`src/rtl/llr_gate_pkg.sv`:
```
package llr_gate_pkg;

  // Saturating signed add of two W-bit two's-complement values.
  function automatic logic [63:0] sat_add(input logic [63:0] a, input logic [63:0] b,
                                          input int w);
    logic signed [64:0] sa, sb, s, hi, lo;
    sa = 65'(signed'(a << (64 - w))) >>> (64 - w);
    sb = 65'(signed'(b << (64 - w))) >>> (64 - w);
    s  = sa + sb;
    hi = (65'sd1 <<< (w - 1)) - 65'sd1;
    lo = -(65'sd1 <<< (w - 1));
    if (s > hi) s = hi;
    else if (s < lo) s = lo;
    return s[63:0];
  endfunction

endpackage

```
`src/rtl/llr_sum_stage.sv`:
```
module llr_sum_stage #(
  parameter int LLR_W = 8
) (
  input  logic             clk,
  input  logic             rst,
  input  logic             adv,
  input  logic             take,
  input  logic [LLR_W-1:0] old_llr,
  input  logic [LLR_W-1:0] apri_llr,
  input  logic [LLR_W-1:0] thr_cur,
  output logic             s1_v,
  output logic [LLR_W-1:0] s1_sum,
  output logic [LLR_W-1:0] s1_old,
  output logic [LLR_W-1:0] s1_thr
);
  import llr_gate_pkg::*;

  logic [63:0] sum_w;

  always_comb begin
    sum_w = sat_add(64'(signed'(old_llr)), 64'(signed'(apri_llr)), LLR_W);
  end

  always_ff @(posedge clk) begin
    if (rst) begin
      s1_v   <= 1'b0;
      s1_sum <= '0;
      s1_old <= '0;
      s1_thr <= '0;
    end else if (adv) begin
      s1_v <= take;
      if (take) begin
        s1_sum <= sum_w[LLR_W-1:0];
        s1_old <= old_llr;
        s1_thr <= thr_cur;
      end
    end
  end
endmodule

```
`src/rtl/llr_decide_stage.sv`:
```
module llr_decide_stage #(
  parameter int LLR_W = 8
) (
  input  logic             clk,
  input  logic             rst,
  input  logic             adv,
  input  logic             s1_v,
  input  logic [LLR_W-1:0] s1_sum,
  input  logic [LLR_W-1:0] s1_old,
  input  logic [LLR_W-1:0] s1_thr,
  output logic             s2_v,
  output logic             s2_reuse,
  output logic [LLR_W-1:0] s2_llr
);
  logic             sum_neg, old_neg, sign_ok, mag_ok, keep;
  logic [LLR_W-1:0] mag;

  always_comb begin
    sum_neg = s1_sum[LLR_W-1];
    old_neg = s1_old[LLR_W-1];
    mag     = sum_neg ? (~s1_sum + 1'b1) : s1_sum;
    mag_ok  = mag > s1_thr;
    sign_ok = sum_neg == old_neg;
    keep    = mag_ok && sign_ok;
  end

  always_ff @(posedge clk) begin
    if (rst) begin
      s2_v     <= 1'b0;
      s2_reuse <= 1'b0;
      s2_llr   <= '0;
    end else if (adv) begin
      s2_v     <= s1_v;
      s2_reuse <= s1_v && keep;
      s2_llr   <= (s1_v && keep) ? s1_old : '0;
    end
  end
endmodule

```
`src/rtl/reuse_tally.sv`:
```
module reuse_tally #(
  parameter int CNT_W = 16
) (
  input  logic             clk,
  input  logic             rst,
  input  logic             clr,
  input  logic             inc,
  output logic [CNT_W-1:0] count
);
  always_ff @(posedge clk) begin
    if (rst || clr) count <= '0;
    else if (inc)   count <= count + 1'b1;
  end
endmodule

```
`src/rtl/llr_reuse_gate.sv`:
```
module llr_reuse_gate #(
  parameter int LLR_W = 8,
  parameter int CNT_W = 16
) (
  input  logic             clk,
  input  logic             rst,
  input  logic             thr_load,
  input  logic [LLR_W-1:0] thr_val,
  input  logic             in_valid,
  output logic             in_ready,
  input  logic [LLR_W-1:0] in_old,
  input  logic [LLR_W-1:0] in_apri,
  output logic             out_valid,
  input  logic             out_ready,
  output logic             out_reuse,
  output logic             out_recompute,
  output logic [LLR_W-1:0] out_llr,
  output logic [CNT_W-1:0] reuse_count
);
  logic [LLR_W-1:0] thr_q;
  logic             s1_v, s2_v, s2_reuse, s1_adv, s2_adv, take;
  logic [LLR_W-1:0] s1_sum, s1_old, s1_thr, s2_llr;

  always_ff @(posedge clk) begin
    if (rst)           thr_q <= '0;
    else if (thr_load) thr_q <= thr_val;
  end

  always_comb begin
    s2_adv   = !s2_v || out_ready;
    s1_adv   = !s1_v || s2_adv;
    in_ready = s1_adv;
    take     = in_valid && s1_adv;
  end

  llr_sum_stage #(.LLR_W(LLR_W)) u_sum (
    .clk(clk), .rst(rst), .adv(s1_adv), .take(take),
    .old_llr(in_old), .apri_llr(in_apri), .thr_cur(thr_q),
    .s1_v(s1_v), .s1_sum(s1_sum), .s1_old(s1_old), .s1_thr(s1_thr)
  );

  llr_decide_stage #(.LLR_W(LLR_W)) u_dec (
    .clk(clk), .rst(rst), .adv(s2_adv),
    .s1_v(s1_v), .s1_sum(s1_sum), .s1_old(s1_old), .s1_thr(s1_thr),
    .s2_v(s2_v), .s2_reuse(s2_reuse), .s2_llr(s2_llr)
  );

  reuse_tally #(.CNT_W(CNT_W)) u_tally (
    .clk(clk), .rst(rst), .clr(thr_load),
    .inc(s2_v && s2_reuse && out_ready), .count(reuse_count)
  );

  always_comb begin
    out_valid     = s2_v;
    out_reuse     = s2_v && s2_reuse;
    out_recompute = s2_v && !s2_reuse;
    out_llr       = s2_llr;
  end
endmodule

```
`config.mk`:
```
export PLATFORM = sky130hd
export DESIGN_NAME = llr_reuse_gate
export DESIGN_NICKNAME = d
export VERILOG_FILES = /design/src/rtl/llr_gate_pkg.sv /design/src/rtl/llr_sum_stage.sv /design/src/rtl/llr_decide_stage.sv /design/src/rtl/reuse_tally.sv /design/src/rtl/llr_reuse_gate.sv
export SDC_FILE = /design/constraint.sdc
export NUM_CORES = 1
export LEC_CHECK = 0
export BUFFER_PORTS_ARGS = -buffer_cell sky130_fd_sc_hd__buf_2
export CAP_MARGIN = 20
export CELL_PAD_IN_SITES_DETAIL_PLACEMENT = 0
export CELL_PAD_IN_SITES_GLOBAL_PLACEMENT = 1
export CORE_ASPECT_RATIO = 1.5
export CORE_MARGIN = 1.5
export CORE_UTILIZATION = 26
export CTS_CLUSTER_SIZE = 24
export DETAILED_ROUTE_END_ITERATION = 7
export GPL_TIMING_DRIVEN = 0
export PLACE_DENSITY = 0.61
export REMOVE_ABC_BUFFERS = 1
export SYNTH_ARGS = -nofsm -noshare
export SYNTH_HDL_FRONTEND = slang
export SYNTH_SLANG_ARGS = --single-unit
```
`constraint.sdc`:
```
create_clock -name clk -period 2.65 [get_ports clk]
set_input_delay 0.1325 -clock clk [delete_from_list [all_inputs] [get_ports clk]]
set_output_delay 0.1325 -clock clk [all_outputs]
set_load 0.005 [all_outputs]
```
# Word level (Yosys, flattened, before mapping)
# Index checks and enable logic that the tools add are counted.
# word_totals
latch_bits,0
ramBits,0
mem_bits_ro,0
regBits,59
mem_count,0
# classes
magnitude_cmp,3
mul,0
mux,4
n_eq_ne,1
bitwise_logic,1
reduce_logical,13
n_shift,0
n_div,0
addsub,3
# op_table
cell,count
$mux 8,4
$add 16x1->16 const B,1
$add 8x8->9,1
$gt 9x8->1 const B,1
$lt 9x8->1 const B,1
$add 8x1->8 const B,1
$gt 8x8->1,1
$not 8->8,1
$logic_and 1x1->1,6
$logic_not 1->1,3
$logic_or 1x1->1,3
$reduce_and 2->1,1
$eq 1x1->1,1

# Depth between registers and ports, before layout
# depth
word_depth,7
ltp_mapped,11
depth_no_buf,11

# By module
# Synthesis repeated with hierarchy kept, for this count alone.
# unflattened
hier_cells,330
hier_area_um2,3045.4
# by_module_without_submodules
module,area_each_um2,n_inst,seq_area_each_um2,cells_per_inst
llr_sum_stage,1307.5,1,500.5,145
reuse_tally,716.9,1,320.3,81
llr_decide_stage,696.9,1,200.2,72
llr_reuse_gate,324.1,1,160.2,32

# Worst setup path before layout
# No wires, ideal clock.
# synth_path
kind,reg2reg
start,reg u_sum.s1_sum[3]
end,reg u_dec.s2_llr[0]
setup_ps,117
arrival_time_ps,2145
path_buffers,0
t_required_ps,2533
slack_ps,388
stages_incl_launch_ff,10
path_cell_list,dfxtp_1 or3_1 o21ai_0 xnor2_1 ha_1 a21o_1 a21oi_1 nor2b_1 a211oi_4 a22o_1
# synth_between
elab_chain_cells,7
# synth_lines
item,line_no,rtl
from (decl),llr_sum_stage.sv:12,"output logic [LLR_W-1:0] s1_sum,"
from (signal assigned),llr_sum_stage.sv:33,s1_sum <= sum_w[LLR_W-1:0];
$not 8->8,llr_decide_stage.sv:21,mag = sum_neg ? (~s1_sum + 1'b1) : s1_sum;
$add 8x1->8,llr_decide_stage.sv:21,
$mux 8 (*),llr_decide_stage.sv:21,
$gt 8x8->1 (*),llr_decide_stage.sv:22,mag_ok = mag > s1_thr;
$logic_and 1x1->1 (*),llr_decide_stage.sv:24,keep = mag_ok && sign_ok;
$logic_and 1x1->1 (*),llr_decide_stage.sv:35,s2_llr <= (s1_v && keep) ? s1_old : '0;
$mux 8 (*),llr_decide_stage.sv:35,
to (signal assigned),llr_decide_stage.sv:35,
to (decl),llr_decide_stage.sv:13,output logic [LLR_W-1:0] s2_llr
# Every way passes the cells marked *; elsewhere a longest branch is shown, timed or not.
# A chain may end at the register's enable or synchronous reset.

# Worst setup path in the final report
# layout_path
start,reg u_sum.s1_sum[3]
end,reg u_dec.s2_llr[7]
# Same word-level chain as after synthesis.

==> run_results.csv <==
group,metric,value,unit
power,power.density,660,nW/um2
finish,drive_gt1_frac,0.228,
clock_tree,numCtsBuffers,9,
global_routing,grt_start_max_net_pins,39,
worst_hold_path,min_path_type,"in -> reg",
placed_design,dp_hpwl,5.03,mm
route,drtPass1Iterations,4,
sta,finClkSkew,0.00522,ns
placed_design,placed_area,3350,um2
global_routing,grt_pass1_vias,2417,
route,avgViaCountPerCell,4.62,
global_routing,grt-ovfl-total,0,
power,ir_worst_vdd,291,uV
global_routing,grt_use_total,0.120,
clock_tree,cts.sinks,59,
finish,area_delta_synth_final,23.4,%
global_routing,grt_pass1_wl,11.5,mm
sta,finalCritPeriodShare,0.931,
sta,hold_violations,0,
sta,max_slew_margin,0.393,
clock_tree,cts_max_path_buffers,2,
sta,drv_slew,0,
clock_tree,cts_tree,"yes",
worst_hold_path,hold_path_depth,3,
sta,fin_setup_tns,0,ns
finish,antennaDiodeCount,0,
finish,finalInstanceArea,3670,um2
power,pwr-share-seq,0.395,
placed_design,place_congestion,0.782,
placed_design,place_inst,521,
floorplan,die_x,90.3,um
route,wl_per_cell,12.7,um
power,power_frac_comb,0.166,
synthesis,ys_types,45,
floorplan,core-area,11100,um2
outcome,status,"complete, no violations",
finish,layout.nets,434,
clock_tree,cts_root_buf,"clkbuf_16",
power,intPower,1.78,mW
clock_tree,clk_pin_slew,0.05,ns
floorplan,fp.dieH,134,um
clock_tree,cts_max_level,3,
synthesis,synth_cells,335,
run,cap_violations,0,
worst_setup_path,cp_max_fo,8,
synthesis,synthAdderAreaFrac,0.0825,
placed_design,io_buffers,56,
route,vias,2488,
finish,stdcell_count,538,
placed_design,dp_slack,0.0862,ns
floorplan,start_util,0.267,
route,detail-route-antenna-nets,0,
sta,max_freq,405,MHz
synthesis,syn_area_per_cell,8.87,um2
synthesis,yosys_warnings,0,
synthesis,synth_seq_cells,59,
worst_setup_path,end_kind,"register",
route,drtIter0Drc,64,
worst_setup_path,worst_path_largest_cell_delay,0.39,ns
worst_setup_path,crit_required,2.92,ns
global_routing,antenna_found_initial,0,
synthesis,synth_compound_area_frac,0.187,
finish,utilization,0.330,
worst_setup_path,worstPathCellList,"or3_1 -> o21ai_0 -> xnor2_1 -> ha_1 -> a21o_1 -> a21oi_2 -> a211o_1 -> a211oi_4 -> buf_12 -> a22o_1",
synthesis,synth_simple_gate_area_share,0.185,
power,p_sw,640,uW
floorplan,pin_count,57,
floorplan,die_area,12100,um2
route,wl,6.82,mm
power,switching_share,0.264,
sta,rsz0062_at_grt,"no",
route,drc,0,
worst_setup_path,criticalPathCategory,"reg -> reg",
clock_tree,clock_latency,0.32,ns
worst_setup_path,crit_path_top_delay_cell,"or3_1",
power,clkPwrFrac,0.440,
route,highest_layer,"met4",
synthesis,synth_mux_area_frac,0.0349,
sta,period_needed,2.47,ns
clock_tree,hold_buffers,0,
sta,fin_ws,0.182,ns
worst_setup_path,worstPathArrival,2.74,ns
route,met2_length,3.44,mm
route,met1_length,2.92,mm
synthesis,synth_top_family_by_area,"compound AO/OA/AOI/OAI gates",
worst_setup_path,r2r_cells,10,
synthesis,syn_area,2970,um2
synthesis,seq_area_frac_synth,0.397,
sta,finalSetupViolCount,0,
floorplan,rows,47,
worst_setup_path,worst_setup_path_start_kind,"register",
power,cellLeakagePower,1.54,nW
sta,worst_pin_slew,0.909,ns
route,wl_met3,350,um
synthesis,synth-xor-area-share,0.0707,
## final cells by class
| class | count | area [um2] |
|---|---|---|
| Sequential cell | 59 | 1180 |
| Clock inverter | 5 | 27.5 |
| Multi-Input combinational cell | 247 | 1680 |
| Fill cell | 1201 | 7450 |
| Timing Repair Buffer | 57 | 300 |
| Tap cell | 147 | 184 |
| Clock buffer | 11 | 253 |
| Inverter | 12 | 45.0 |
## cell usage after synthesis, drive strengths merged
cell type,n,area share
dfxtp,59,0.40
nand2,43,0.054
a21oi,34,0.057
nor2,34,0.043
ha,18,0.076
xor2,14,0.041
clkbuf,12,0.015
inv,12,0.015
mux2i,10,0.035
xnor2,10,0.029
nand3,9,0.017
a22o,8,0.024
o211ai,8,0.020
a211oi,7,0.030
o21ai,7,0.012
and3,5,0.011
buf,5,0.012
nor2b,5,0.011
a21o,4,0.010
a221oi,4,0.022
nand4,4,0.0084
or3,4,0.0084
and2,3,0.0063
and4,3,0.0093
nand2b,2,0.0042
a211o,1,0.0029
and2b,1,0.0025
fa,1,0.0067
nor3,1,0.0017
nor3b,1,0.0025
nor4,1,0.0021
o21ba,1,0.0034
o21bai,1,0.0025
o31ai,1,0.0025
or2,1,0.0021
or2b,1,0.0025
## registers in the layout (all words and copies together) (netlist names)
register / flops
u_dec.s2_reuse: 1
u_tally.count: 16
u_sum.s1_thr: 8
u_dec.s2_v: 1
thr_q: 8
u_dec.s2_llr: 8
u_sum.s1_v: 1
u_sum.s1_old: 8
u_sum.s1_sum: 8
## power by group through the flow
| stage | clock network (mW) | logic, mW | registers (mW) |
|---|---|---|---|
| detailed placement | 0 | 0.389 | 0.973 |
| global route | 1.15 | 0.454 | 0.958 |
| finish | 1.06 | 0.401 | 0.954 |
| CTS | 1.10 | 0.391 | 0.954 |
| global placement | 0 | 0.385 | 0.972 |
| floorplan | 0 | 0.283 | 0.965 |
## worst paths after layout
check / start / endpoint / slack (ns)
hold / removal: in_valid / u_sum.s1_v / 0.04
setup reg to reg: u_sum.s1_sum[3] / u_dec.s2_llr[7] / 0.18
hold reg to reg: thr_q[7] / u_sum.s1_thr[7] / 0.45
setup / recovery: u_sum.s1_sum[3] / u_dec.s2_llr[7] / 0.18
## stage by stage
step | hold slack, ns | total power, mW
detailed placement | 0.375 | 1.36
floorplan | 0.197 | 1.25
global placement | 0.368 | 1.36
finish | 0.0413 | 2.42
CTS | 0.0295 | 2.45
global route | 0.0530 | 2.56
## cells in the final DEF (no fill, tap or decap), types with 2 or more instances in the layout
cell type,synthesis,routed
and3_1,5,5
nand4_1,4,4
nand3_1,8,8
buf_2,2,56
a211oi_2,5,5
a221oi_2,2,2
xnor2_1,10,10
inv_1,12,12
ha_1,18,18
nor2b_1,5,4
nor2_1,34,34
mux2i_1,9,9
and4_1,2,2
o211ai_1,8,8
or3_1,4,4
a21oi_1,34,33
clkinv_2,0,4
nand2_1,43,43
and2_1,3,3
a22o_1,8,8
xor2_1,14,14
clkbuf_16,0,9
o21ai_0,7,7
clkbuf_8,0,2
nand2b_1,2,2
dfxtp_1,59,59
a21o_1,4,4
## timing repair
item / in CTS / in global routing
setup endpoints to repair: 0 / 9
gates resized for setup: 0 / 3
setup buffers: 0 / 1
## metal layers
metal  GRT usage  up-vias
li1            -     1265
met1       0.129     1162
met2       0.211       53
met3      0.0380        8
met4      0.0556        0
met5           0        -
## critical path: cells and delay by family (launching register included)
family | cells | cell delay [ns]
AO/OA/AOI/OAI | 6 | 1.14
buffers and inverters | 1 | 0.16
AND/OR/NAND/NOR | 1 | 0.39
flip-flops | 1 | 0.34
XOR/XNOR | 1 | 0.10
adder cells (fa/ha/maj) | 1 | 0.30
## cells by family after synthesis
kind of cell,Yosys count
AOI/OAI and AO/OA,76
xor gates and xnor gates,24
adders and majority gates,19
buffers and inverters,29
DFF,59
muxes,10
and+or+nand+nor,118
(Power assumes the default switching activity.)
